[config.mk]
export PLATFORM = sky130hd
export DESIGN_NAME = amem_strobe_seq
export DESIGN_NICKNAME = d
export VERILOG_FILES = /design/src/rtl/amem_strobe_seq.sv
export SDC_FILE = /design/constraint.sdc
export NUM_CORES = 1
export LEC_CHECK = 0
export ABC_AREA = 1
export CORE_MARGIN = 4
export CORE_UTILIZATION = 45
export DETAILED_ROUTE_END_ITERATION = 8
export DONT_BUFFER_PORTS = 1
export PLACE_DENSITY = 0.61
export REMOVE_ABC_BUFFERS = 1
export SETUP_SLACK_MARGIN = 0.5
export SYNTH_ARGS = -nofsm -noshare
export SYNTH_HDL_FRONTEND = slang
export SYNTH_SLANG_ARGS = --single-unit
[constraint.sdc]
create_clock -name clk -period 2.55 [get_ports clk]
set_input_delay 0.51 -clock clk [delete_from_list [all_inputs] [get_ports clk]]
set_output_delay 0.51 -clock clk [all_outputs]
set_load 0.02 [all_outputs]
[src/rtl/amem_strobe_seq.sv]
module amem_strobe_seq #(
  parameter int NCS = 4,
  parameter int AW  = 22,
  parameter int BAW = 2,
  parameter int DW  = 16,
  parameter int SW  = 4,
  parameter int STW = 6,
  parameter int HW  = 3,
  parameter int TAW = 3,
  parameter int MWW = 8,
  localparam int CSW  = $clog2(NCS),
  localparam int BEW  = DW / 8,
  localparam int PW   = SW + STW + HW,
  localparam int TA_O = 2 * PW,
  localparam int SS_O = TA_O + TAW,
  localparam int EW_O = SS_O + 1,
  localparam int CFGW = EW_O + 1
) (
  input  logic              clk,
  input  logic              rst_n,
  input  logic              req_valid,
  input  logic              req_write,
  input  logic [CSW-1:0]    req_cs,
  input  logic [BAW-1:0]    req_bank,
  input  logic [AW-1:0]     req_addr,
  input  logic [BEW-1:0]    req_be,
  input  logic [DW-1:0]     req_wdata,
  output logic              rsp_ready,
  output logic              rsp_timeout,
  output logic [DW-1:0]     rsp_rdata,
  input  logic [NCS*CFGW-1:0] cfg_timing,
  input  logic [MWW-1:0]    cfg_max_wait,
  output logic [NCS-1:0]    mem_cs_n,
  output logic              mem_oe_n,
  output logic              mem_we_n,
  output logic [BAW-1:0]    mem_ba,
  output logic [AW-1:0]     mem_addr,
  output logic [BEW-1:0]    mem_be_n,
  output logic [DW-1:0]     mem_dout,
  output logic              mem_den,
  input  logic [DW-1:0]     mem_din,
  input  logic              mem_wait
);

  localparam int CW0 = (SW > STW) ? SW : STW;
  localparam int CW1 = (HW > TAW) ? HW : TAW;
  localparam int CW  = (CW0 > CW1) ? CW0 : CW1;

  typedef enum logic [2:0] {S_IDLE, S_SETUP, S_STRB, S_HOLD, S_TURN} state_t;

  state_t           state;
  logic [CW-1:0]    cnt;
  logic [MWW-1:0]   wcnt;
  logic [1:0]       wsync;
  logic             wait_s;
  logic             cur_wr, cur_ss, cur_ew;
  logic [CSW-1:0]   cur_cs;
  logic [BAW-1:0]   cur_ba;
  logic [AW-1:0]    cur_addr;
  logic [BEW-1:0]   cur_be;
  logic [DW-1:0]    cur_wd;
  logic [STW-1:0]   cur_st;
  logic [HW-1:0]    cur_hd;
  logic [TAW-1:0]   cur_ta;
  logic [MWW-1:0]   cur_maxw;

  logic [CFGW-1:0]  cfg_sel;
  logic [PW-1:0]    ph_sel;
  logic             accept, in_acc, cs_on, wait_hit;

  assign cfg_sel = cfg_timing[req_cs*CFGW +: CFGW];
  assign ph_sel  = req_write ? cfg_sel[PW +: PW] : cfg_sel[0 +: PW];
  assign accept  = req_valid && (state == S_IDLE || (state == S_TURN && cnt == '0));
  assign wait_s  = wsync[1];
  assign wait_hit = cur_ew && wait_s;

  always_ff @(posedge clk or negedge rst_n) begin
    if (!rst_n) wsync <= '0;
    else        wsync <= {wsync[0], mem_wait};
  end

  always_ff @(posedge clk or negedge rst_n) begin
    if (!rst_n) begin
      cur_wr <= 1'b0; cur_ss <= 1'b0; cur_ew <= 1'b0;
      cur_cs <= '0; cur_ba <= '0; cur_addr <= '0; cur_be <= '0; cur_wd <= '0;
      cur_st <= '0; cur_hd <= '0; cur_ta <= '0; cur_maxw <= '0;
    end else if (accept) begin
      cur_wr   <= req_write;
      cur_cs   <= req_cs;
      cur_ba   <= req_bank;
      cur_addr <= req_addr;
      cur_be   <= req_be;
      cur_wd   <= req_wdata;
      cur_st   <= ph_sel[SW +: STW];
      cur_hd   <= ph_sel[SW+STW +: HW];
      cur_ta   <= cfg_sel[TA_O +: TAW];
      cur_ss   <= cfg_sel[SS_O];
      cur_ew   <= cfg_sel[EW_O];
      cur_maxw <= cfg_max_wait;
    end
  end

  always_ff @(posedge clk or negedge rst_n) begin
    if (!rst_n) begin
      state <= S_IDLE;
      cnt <= '0;
      wcnt <= '0;
      rsp_ready <= 1'b0;
      rsp_timeout <= 1'b0;
      rsp_rdata <= '0;
    end else begin
      rsp_ready <= 1'b0;
      if (accept) begin
        state <= S_SETUP;
        cnt   <= CW'(ph_sel[0 +: SW]);
      end else begin
        case (state)
          S_SETUP:
            if (cnt == '0) begin
              state <= S_STRB;
              cnt   <= (cur_st == '0) ? '0 : CW'(cur_st - 1'b1);
              wcnt  <= '0;
            end else cnt <= cnt - 1'b1;
          S_STRB:
            if (cnt != '0) cnt <= cnt - 1'b1;
            else if (wait_hit && wcnt != cur_maxw) wcnt <= wcnt + 1'b1;
            else begin
              state       <= S_HOLD;
              cnt         <= CW'(cur_hd);
              rsp_ready   <= 1'b1;
              rsp_timeout <= wait_hit;
              if (!cur_wr) rsp_rdata <= mem_din;
            end
          S_HOLD:
            if (cnt == '0) begin
              state <= S_TURN;
              cnt   <= CW'(cur_ta);
            end else cnt <= cnt - 1'b1;
          S_TURN:
            if (cnt == '0) state <= S_IDLE;
            else cnt <= cnt - 1'b1;
          default: state <= S_IDLE;
        endcase
      end
    end
  end

  assign in_acc = (state == S_SETUP) || (state == S_STRB) || (state == S_HOLD);
  assign cs_on  = cur_ss ? (state == S_STRB) : in_acc;

  for (genvar i = 0; i < NCS; i++) begin : g_cs
    assign mem_cs_n[i] = !(cs_on && cur_cs == CSW'(i));
  end

  assign mem_oe_n = !(state == S_STRB && !cur_wr);
  assign mem_we_n = !(state == S_STRB && cur_wr);
  assign mem_ba   = cur_ba;
  assign mem_addr = cur_addr;
  assign mem_be_n = in_acc ? ~cur_be : '1;
  assign mem_den  = in_acc && cur_wr;
  assign mem_dout = cur_wd;

  p_cs_onehot_r7: assert property (@(posedge clk) disable iff (!rst_n)
    $countones(~mem_cs_n) <= 1);
  p_strobe_excl_r3: assert property (@(posedge clk) disable iff (!rst_n)
    !(!mem_oe_n && !mem_we_n));
  p_den_not_read_r9: assert property (@(posedge clk) disable iff (!rst_n)
    mem_den |-> mem_oe_n);
  p_ready_pulse_r8: assert property (@(posedge clk) disable iff (!rst_n)
    rsp_ready |=> !rsp_ready);
  p_turn_quiet_r5: assert property (@(posedge clk) disable iff (!rst_n)
    (state == S_TURN) |-> (&mem_cs_n && mem_oe_n && mem_we_n && !mem_den));
  p_ss_window_r6: assert property (@(posedge clk) disable iff (!rst_n)
    (in_acc && cur_ss) |-> ((&mem_cs_n) == (mem_oe_n && mem_we_n)));
  p_addr_stable_r7: assert property (@(posedge clk) disable iff (!rst_n)
    (state == S_STRB) |-> ($stable(mem_addr) && $stable(mem_ba)));
  p_wait_bound_r11: assert property (@(posedge clk) disable iff (!rst_n)
    (state == S_STRB) |-> (wcnt <= cur_maxw));
  p_timeout_ew_r12: assert property (@(posedge clk) disable iff (!rst_n)
    (rsp_ready && rsp_timeout) |-> cur_ew);

endmodule

Word level (Yosys, flattened, before mapping):

Cells that the tools add are included.

* $add $sub $neg: 3
* multiply operators: 1
* equal/unequal tests: 18
* shifts and indexed selects: 1
* muxes and demuxes: 26
* bitwise logic cells: 5
* reduce and logical (&&, ||, !) cells: 33

Operator list (count)
* $shiftx A124 B8 Y31: 1
* $mux W6: 7
* $mux W8: 3
* $pmux W6 S4: 1
* $mux W3: 6
* $pmux W8 S2: 1
* $ne A3 B3 Y1 const B: 5
* $reduce_and A5 Y1: 3
* $mux W13: 1
* $logic_not A6 Y1: 2
* $pmux W3 S4: 1
* $sub A6 B1 Y6 const B: 2
* $logic_and A1 B1 Y1: 11
* $add A8 B1 Y8 const B: 1
* $ne A8 B8 Y1: 1
* $logic_not A1 Y1: 7
* $mul A2 B5 Y7 const B: 1
* $eq A3 B2 Y1 const B: 2
* $ne A2 B2 Y1 const B: 3
* $reduce_bool A6 Y1: 1
* $mux W1: 5
* $reduce_bool A5 Y1: 1
* $eq A2 B2 Y1 const B: 2
* $ne A4 B4 Y1 const B: 1
* 13 further kinds: 18

* register bits after elaboration: 104
* logic and storage cells: 106

Longest topological paths before layout:

Gate-level depths: netlist of run 1.

* word-level depth: 6
* gate-level depth with buffers: 13
* mapped depth without buffers: 12

Worst setup path before layout of run 1:

No wires, ideal clock.

* path kind: reg-to-output
* start point: register state[2]
* end point: output mem_cs_n[0]
* arrival time: 1.288 ns
* data required time: 2.040 ns
* slack: 0.752 ns
* stages on the path, launching flop included: 6
* buffers on the path: 1
* path through: dfrtp_1 inv_1 nand3_1 buf_2 o21ai_0 nand3_1

* word-level cells in the longest chain between the ends: 6
* elaborated cells on any way between the ends: 8
* those cells by class: eq/ne (3); mux (1); reduce/logical (4)

RTL lines
* from (decl): line 51 `state_t state;`
* from (signal assigned): line 105 `state <= S_IDLE;`
* from (signal assigned): line 114 `state <= S_SETUP;`
* from (signal assigned): line 120 `state <= S_STRB;`
* $eq A3 B1 Y1 or $eq A3 B2 Y1 (tied branches): line 148, 149
* $logic_or A1 B1 Y1 (2 in a row): line 148 `assign in_acc = (state == S_SETUP) || (state == S_STRB) || (state == S_HOLD);`
* $mux W1 *: line 149 `assign cs_on = cur_ss ? (state == S_STRB) : in_acc;`
* $logic_and A1 B1 Y1 *: line 152 `assign mem_cs_n[i] = !(cs_on && cur_cs == CSW'(i));`
* $logic_not A1 Y1 *: line 152
* to (decl): line 33 `output logic [NCS-1:0] mem_cs_n,`

Every way passes the cells marked *; elsewhere a longest branch is shown, timed or not.

Worst setup path in the final report of run 1:

Ends and elaborated chain as after synthesis.

==> impl_metrics.prom, run 1 <==
# TYPE chip_impl_metric gauge
chip_impl_info{name="run_status",value="complete, but fails checks"} 1
chip_impl_info{name="violations",value="hold timing"} 1
chip_impl_metric{name="drtIter0Drc",unit=""} 385
chip_impl_metric{name="wire_length_of_the_first_global_routing_pass",unit="um"} 25600
chip_impl_metric{name="routed_length_on_met2",unit="um"} 8450
chip_impl_metric{name="finalNetCount",unit=""} 986
chip_impl_metric{name="gp_routability_congestion",unit=""} 0.872
chip_impl_metric{name="num_clock_sinks",unit=""} 104
chip_impl_metric{name="synthDistinctLibCells",unit=""} 33
chip_impl_info{name="ys.flop_type",value="dfrtp_1"} 1
chip_impl_metric{name="syn_area_per_cell",unit="sq um"} 7.26
chip_impl_metric{name="core_area",unit="sq um"} 12700
chip_impl_metric{name="post_route_total_power",unit="mW"} 7.56
chip_impl_metric{name="floorplan.die.height",unit="um"} 122
chip_impl_metric{name="residual_overflow_from_global_routing",unit=""} 0
chip_impl_metric{name="via_count",unit=""} 5277
chip_impl_metric{name="highest_ir_drop_seen_on_vdd",unit="uV"} 405
chip_impl_info{name="cp-startpoint",value="state[2]"} 1
chip_impl_metric{name="max_clock_freq",unit="MHz"} 507
chip_impl_metric{name="detail_route.wl_per_cell",unit="um"} 17.2
chip_impl_metric{name="sw_frac_of_total",unit="%"} 45.5
chip_impl_metric{name="synth-edff-count",unit=""} 0
chip_impl_metric{name="remaining_drc_errors",unit=""} 0
chip_impl_metric{name="p_clk_share",unit="%"} 18.6
chip_impl_metric{name="floorplan.die_area",unit="sq um"} 14900
chip_impl_metric{name="final.period_utilization",unit="%"} 77.3
chip_impl_metric{name="postSynthRegisterBits",unit=""} 104
chip_impl_metric{name="core.rowCount",unit=""} 41
chip_impl_metric{name="drive_above_1_share",unit="%"} 7.97
chip_impl_metric{name="met3RoutedLength",unit="um"} 1200
chip_impl_metric{name="synthCells",unit=""} 805
chip_impl_metric{name="cts_max_path_buffers",unit=""} 2
chip_impl_metric{name="numPortBuffers",unit=""} 0
chip_impl_info{name="synth_top_cells_by_area",value="dfrtp_1 45%, nand2_1 20%, o21ai_0 6.3%, nor2_1 6.0%, nand3_1 3.8%"} 1
chip_impl_info{name="worstReg2RegEnd",value="cnt[0]"} 1
chip_impl_metric{name="fillerInstances",unit=""} 1227
chip_impl_metric{name="cp_data_required_time",unit="ns"} 2.04
chip_impl_metric{name="timing.final.max_slew_violations",unit=""} 0
chip_impl_metric{name="route.antenna.remaining_nets",unit=""} 0
chip_impl_info{name="top_layer",value="met4"} 1
chip_impl_info{name="critical_path.endpoint",value="mem_cs_n[0]"} 1
chip_impl_metric{name="grt_usage",unit="%"} 21.5
chip_impl_info{name="synth_common_cells",value="317 x nand2_1, 104 x dfrtp_1, 93 x nor2_1"} 1
chip_impl_metric{name="finalNonFillerCells",unit=""} 963
chip_impl_metric{name="period_minus_slack",unit="ns"} 1.97
chip_impl_info{name="worst_hold_path_type",value="input pin to asynchronous set/reset pin"} 1
chip_impl_metric{name="grt_antenna_before_repair",unit=""} 1
chip_impl_metric{name="critical_path.max_fanout",unit=""} 6
chip_impl_metric{name="worstSkewPairLatency",unit="ns"} 0.34
chip_impl_metric{name="synth_async_reset_ratio",unit="%"} 100
chip_impl_metric{name="fin_worst_skew",unit="ns"} 0.0106
chip_impl_metric{name="boundaryPins",unit=""} 264
chip_impl_metric{name="cellInternalPower",unit="mW"} 4.12
chip_impl_metric{name="yosysSeqAreaShare",unit="%"} 44.6
chip_impl_metric{name="timing.max_slew.rel_slack",unit="%"} 60.7
chip_impl_info{name="tritoncts",value="built"} 1
chip_impl_metric{name="r2r.worst_path.cells",unit=""} 12
chip_impl_info{name="synth_largest_area_cell",value="dfrtp_1"} 1
chip_impl_metric{name="final_number_of_setup_violating_endpoints",unit=""} 0
chip_impl_metric{name="power_switching",unit="mW"} 3.44
chip_impl_metric{name="seq_power_share",unit="%"} 46.5
chip_impl_info{name="end_kind",value="primary output"} 1
chip_impl_metric{name="drt-vias-per-instance",unit=""} 5.48
chip_impl_info{name="grt_setup_unrepaired",value="yes"} 1
chip_impl_metric{name="timing.hold.ws",unit="ns"} -0.138
chip_impl_metric{name="tightestPinTransition",unit="ns"} 0.590
chip_impl_metric{name="synthesis_warnings",unit=""} 0
chip_impl_metric{name="die_width",unit="um"} 122
chip_impl_metric{name="power_share_of_the_combinational_group",unit="%"} 35.0
chip_impl_metric{name="flow.area_growth_from_synthesis",unit="%"} 8.55
chip_impl_info{name="timing.critical_path.from_type",value="flop"} 1
chip_impl_info{name="cts-root-buf",value="clkbuf_16"} 1
chip_impl_metric{name="timing.final.hold_violations",unit=""} 104
chip_impl_info{name="critical_path_class",value="flop to primary output"} 1
chip_impl_metric{name="cts_htree_levels",unit=""} 3
chip_impl_metric{name="dp_cells",unit=""} 943
chip_impl_metric{name="path_clk_slew",unit="ns"} 0.07
chip_impl_metric{name="wirelength",unit="um"} 16600
chip_impl_metric{name="maxCapViolations",unit=""} 0
chip_impl_metric{name="power_leakage",unit="nW"} 3.08
chip_impl_metric{name="timing.critical_path.arrival",unit="ns"} 1.46
chip_impl_info{name="regToRegStartpoint",value="cnt[0]"} 1
chip_impl_metric{name="p_per_area",unit="nW/um^2"} 1190
chip_impl_metric{name="synth_top_area_share",unit="%"} 44.6
chip_impl_info{name="yosys.cell_count.top_type",value="nand2_1"} 1
chip_impl_metric{name="vias_in_the_first_global_route",unit=""} 5130
chip_impl_metric{name="drt-met1-wl",unit="um"} 6710
chip_impl_metric{name="first_pass_iters",unit=""} 5
chip_impl_metric{name="hpwl",unit="um"} 11800
chip_impl_metric{name="initial_core_util",unit="%"} 46.1
chip_impl_metric{name="mappedNetlistArea",unit="sq um"} 5840
chip_impl_metric{name="worst-r2r-setup-slack",unit="ns"} 0.67
chip_impl_metric{name="clock_buffer_count_from_cts",unit=""} 9
chip_impl_metric{name="grt_start_max_net_pins",unit=""} 105
routing by layer:
metal / track usage [%] / up-vias
met5: 0 / -
met4: 5.81 / 0
met3: 4.64 / 14
met2: 36.7 / 216
met1: 27.8 / 2498
li1: - / 2549
flip-flops by register name, indices dropped and copies added (netlist names):
| signal | cells |
|---|---|
| rsp_ready | 1 |
| cur_ta | 3 |
| mem_addr | 22 |
| cur_be | 2 |
| cnt | 6 |
| wcnt | 8 |
| wsync | 2 |
| mem_dout | 16 |
| cur_st | 6 |
| cur_ew | 1 |
| cur_cs | 2 |
| mem_ba | 2 |
| cur_ss | 1 |
| cur_hd | 3 |
| state | 3 |
| cur_maxw | 8 |
| rsp_rdata | 16 |
| rsp_timeout | 1 |
| cur_wr | 1 |
area by class of cell:
cell class	instances	area [sq um]	share of cell area (%)
clock inverter	6	65.1	1.03
sequential	104	2600	41.0
clock buffer	10	239	3.77
multi-input combinational	620	2910	45.9
timing repair buffer	11	149	2.35
inverter	39	154	2.43
antenna	1	2.50	0.0395
tap	172	215	3.39
per-stage QoR:
| stage | util [%] | worst slack [ns] | setup TNS, ns | hold slack (ns) | area, sq um |
|---|---|---|---|---|---|
| after global routing | 50.0 | 0.462 | 0 | -0.159 | 6340 |
| final | 50.0 | 0.579 | 0 | -0.138 | 6340 |
| after global placement | 46.4 | 0.394 | 0 | 0.218 | 5880 |
| after floorplan | - | -0.410 | -7.01 | 0.214 | 5600 |
| after CTS | 49.3 | 0.511 | 0 | -0.151 | 6250 |
| after detailed placement | 46.4 | 0.253 | 0 | 0.218 | 5880 |
how the worst min path moves through the flow:
stage          startpoint          end  depth (start not counted)
2_1_floorplan       rst_n       cnt[0]                          0
3_3_place_gp        rst_n  cur_maxw[4]                          0
3_5_place_dp        rst_n  cur_maxw[4]                          0
4_1_cts             rst_n  cur_maxw[4]                          0
5_1_grt             rst_n  cur_maxw[4]                          0
6_report            rst_n  cur_maxw[4]                          0
logic make-up after synthesis:
logic type                 after synthesis  synth area share, %
and+or+nand+nor                        486                 34.6
AOI/OAI and AO/OA                      118                 11.5
DFF                                    104                 44.6
buffers and inverters                   81                 6.71
xor gates and xnor gates                12                 1.80
adders and majority gates                4                0.857
power by group through the flow:
stage | registers [mW] | logic [mW] | clock network [mW]
after floorplan | 3.33 | 1.87 | 0
after global placement | 3.52 | 2.33 | 0
after detailed placement | 3.53 | 2.42 | 0
after CTS | 3.51 | 2.53 | 1.44
after global routing | 3.60 | 3.03 | 1.51
final | 3.51 | 2.64 | 1.40
cell usage in the layout, fill, tap and decap left out, types with 2 or more instances in the layout:
cell,instances
a21boi_0,2
nor2_4,3
dfrtp_1,104
nor2_1,92
nand4_1,4
clkbuf_16,10
o21ai_0,73
xnor2_1,6
a21oi_1,6
clkinv_2,2
nand3_2,14
o221ai_1,8
o21ai_1,4
inv_2,3
nor3b_1,3
nand2_1,314
inv_1,34
xor2_1,6
nor3_1,3
ha_1,3
inv_6,3
nand3b_1,3
o22ai_1,15
buf_4,7
nand2_2,6
nand2_4,3
nand3_1,39
a31oi_1,6
critical path, stage by stage (launching register included):
cell and delay (ns):
dfrtp_1 0.44, inv_2 0.10, nand2_2 0.10, o21ai_4 0.28, nand3_2 0.21
repair_timing:
action / in CTS / in global routing
setup endpoints to repair: 25 / 39
endpoints found under the hold margin: 104 / 104
cloned: 1 / 1
buffers inserted: 1 / 0
pin swaps: 1 / 1
resized for setup: 7 / 15
Power figures use the tool's default switching activity.
==> run 2: changes to the inputs <==
==> constraint.sdc (replaced) <==
create_clock -name clk -period 1.9 [get_ports clk]
set_input_delay 0.38 -clock clk [delete_from_list [all_inputs] [get_ports clk]]
set_output_delay 0.38 -clock clk [all_outputs]
set_load 0.02 [all_outputs]
==> run 2 against run 1 <==
Effect of this change:
- sequential share of layout area is 9.6 points lower
- combinational power grew to 2.6 times the previous value
- critical path type unchanged
- global-route usage rose by 3.4 points
- the run ends with hold timing, setup timing left
- via count is 14% higher
- register-to-register slack worse by 0.58 ns
- clock power is 29% higher
- critical endpoint unchanged
- critical path depth up 2
- largest cell class unchanged
- cell count up 10%
- flip-flop and latch count unchanged
- clock skew rose by 0.0010 ns
==> impl_metrics.prom, run 2 (same netlist as run 1, synthesis figures left out) <==
# TYPE chip_impl_metric gauge
chip_impl_info{name="run_status",value="complete, but fails checks"} 1
chip_impl_info{name="violations",value="hold timing, setup timing"} 1
chip_impl_metric{name="floorplan.die_area",unit="sq um"} 14900
chip_impl_metric{name="antenna-diode-count",unit=""} 0
chip_impl_info{name="most-common-layout-cells",value="242 x nand2_1, 100 x dfrtp_1, 85 x nor2_1"} 1
chip_impl_metric{name="largest_reg_flops",unit=""} 22
chip_impl_info{name="timing.critical_path.from_type",value="flop"} 1
chip_impl_info{name="worst_hold_path_type",value="input pin to asynchronous set/reset pin"} 1
chip_impl_metric{name="timing.hold.ws",unit="ns"} -0.283
chip_impl_info{name="grt_setup_unrepaired",value="yes"} 1
chip_impl_metric{name="timing.final.hold_violations",unit=""} 104
chip_impl_metric{name="finalNonFillerCells",unit=""} 1061
chip_impl_metric{name="drtIter0Drc",unit=""} 437
chip_impl_metric{name="max_clock_freq",unit="MHz"} 524
chip_impl_metric{name="boundaryPins",unit=""} 264
chip_impl_metric{name="numPortBuffers",unit=""} 0
chip_impl_metric{name="flow.area_growth_from_synthesis",unit="%"} 42.0
chip_impl_metric{name="wirelength",unit="um"} 20900
chip_impl_metric{name="dp_cells",unit=""} 959
chip_impl_metric{name="die_width",unit="um"} 122
chip_impl_metric{name="post_dp_cell_area",unit="sq um"} 6070
chip_impl_metric{name="fillerInstances",unit=""} 997
chip_impl_metric{name="core_util_final",unit="%"} 65.5
chip_impl_metric{name="fin_worst_skew",unit="ns"} 0.0116
chip_impl_metric{name="min_setup_slack_post_route",unit="ns"} -0.00675
chip_impl_metric{name="maxCapViolations",unit=""} 0
chip_impl_info{name="end_kind",value="primary output"} 1
chip_impl_info{name="slowest_stage",value="dfrtp_1"} 1
chip_impl_metric{name="final_area",unit="sq um"} 8290
chip_impl_metric{name="tightestPinTransition",unit="ns"} 0.531
chip_impl_metric{name="gp_routability_congestion",unit=""} 0.844
chip_impl_metric{name="core.rowCount",unit=""} 41
chip_impl_metric{name="clock_buffer_count_from_cts",unit=""} 9
chip_impl_metric{name="worstSkewPairLatency",unit="ns"} 0.36
chip_impl_metric{name="area_used_by_multi_input_combinational_logic",unit="sq um"} 3400
chip_impl_metric{name="period_minus_slack",unit="ns"} 1.91
chip_impl_metric{name="final_number_of_setup_violating_endpoints",unit=""} 1
chip_impl_metric{name="drt-vias-per-instance",unit=""} 5.66
chip_impl_metric{name="cp_data_required_time",unit="ns"} 1.52
chip_impl_metric{name="final.period_utilization",unit="%"} 100
chip_impl_metric{name="grt_antenna_before_repair",unit=""} 0
chip_impl_info{name="critical_path_class",value="flop to primary output"} 1
chip_impl_metric{name="detail_route.wl_per_cell",unit="um"} 19.7
chip_impl_metric{name="finalNetCount",unit=""} 1087
chip_impl_metric{name="num_clock_sinks",unit=""} 104
chip_impl_metric{name="highest_ir_drop_seen_on_vdd",unit="uV"} 730
chip_impl_metric{name="initial_core_util",unit="%"} 46.1
chip_impl_metric{name="path_clk_slew",unit="ns"} 0.07
chip_impl_metric{name="residual_overflow_from_global_routing",unit=""} 0
chip_impl_info{name="final_common_cell",value="nand2_1"} 1
chip_impl_metric{name="route.antenna.remaining_nets",unit=""} 0
chip_impl_metric{name="vias_in_the_first_global_route",unit=""} 5679
chip_impl_metric{name="ff_latch_area",unit="sq um"} 2610
chip_impl_metric{name="timing.critical_path.arrival",unit="ns"} 1.53
chip_impl_info{name="cts-root-buf",value="clkbuf_16"} 1
chip_impl_metric{name="first_pass_iters",unit=""} 5
chip_impl_metric{name="hpwl",unit="um"} 12000
chip_impl_metric{name="grt_start_max_net_pins",unit=""} 105
chip_impl_metric{name="floorplan.die.height",unit="um"} 122
chip_impl_metric{name="timing.final.max_slew_violations",unit=""} 0
chip_impl_metric{name="cts_max_path_buffers",unit=""} 2
chip_impl_metric{name="worst_setup_slack_post_dpl",unit="ns"} 0.0944
chip_impl_metric{name="remaining_drc_errors",unit=""} 0
chip_impl_metric{name="drive_above_1_share",unit="%"} 30.1
chip_impl_metric{name="max_stage_delay",unit="ns"} 0.40
chip_impl_metric{name="power_leakage",unit="nW"} 3.95
chip_impl_metric{name="p_per_area",unit="nW/um^2"} 1630
chip_impl_metric{name="post_route_total_power",unit="mW"} 13.5
chip_impl_metric{name="via_count",unit=""} 6006
chip_impl_metric{name="cts_htree_levels",unit=""} 3
chip_impl_info{name="timing.critical_path.cells",value="inv_2 -> nand2_2 -> o21ai_1 -> buf_4 -> nand3_2 -> buf_6"} 1
chip_impl_metric{name="timing.max_slew.rel_slack",unit="%"} 64.6
chip_impl_info{name="tritoncts",value="built"} 1
chip_impl_metric{name="wire_length_of_the_first_global_routing_pass",unit="um"} 28900
chip_impl_metric{name="core_area",unit="sq um"} 12700
chip_impl_metric{name="critical_path.max_fanout",unit=""} 4
chip_impl_metric{name="grt_usage",unit="%"} 24.9
[run 2: per-stage QoR]
step | setup TNS, ns | hold WS, ns
2_1_floorplan | -57.01 | 0.0844
3_3_place_gp | 0 | 0.0896
3_5_place_dp | 0 | 0.0897
4_1_cts | 0 | -0.298
5_1_grt | -0.249 | -0.296
6_report | -0.00675 | -0.283
[run 2: final timing paths]
kind | from | end | slack, ns | depth (start not counted)
worst max-delay path | state[2] | mem_cs_n[0] | -0.007 | 6
worst min-delay path | rst_n | wcnt[7] | -0.28 | 0
worst max register to register | state[1] | cnt[2] | 0.09 | 10
worst min register to register | wsync[0] | wsync[1] | 0.38 | 0
max in group asynchronous | rst_n | state[2] | 2.00 | 0
min in group clk | mem_wait | wsync[0] | 0.05 | 0
[run 2: layout make-up]
class | count | share of cell area (%)
Multi-Input combinational cell | 621 | 41.0
Timing Repair Buffer | 111 | 19.6
Clock inverter | 2 | 0.166
Inverter | 39 | 2.04
Tap cell | 172 | 2.59
Sequential cell | 104 | 31.4
Clock buffer | 12 | 3.21
[run 2: layer usage]
metal  track usage [%]  vias up  wire, um
li1                  -     2752         -
met1              30.4     2892      7570
met2              43.3      298     10800
met3              6.13       64      1820
met4              8.19        0       725
met5                 0        -         0
[run 2: timing repair]
item | CTS | global route
hold endpoints to repair | 104 | 104
buffers inserted | 34 | 31
setup endpoints to repair | 111 | 111
gates cloned | 15 | 8
resized for setup | 69 | 165
pin swaps | 7 | 46
[run 2: worst max-delay path, delay by kind of cell, from the launching register on]
kind                   cells  cell delay (ns)
DFF                        1             0.40
buffers and inverters      3             0.43
and+or+nand+nor            2             0.19
AOI/OAI and AO/OA          1             0.16
[run 2: power by group]
group | internal, mW | leakage, nW | switching, mW | total, mW
clock network | 0.985 | 0.141 | 0.817 | 1.80
registers | 3.19 | 1.28 | 1.68 | 4.87
logic | 3.44 | 2.53 | 3.42 | 6.86
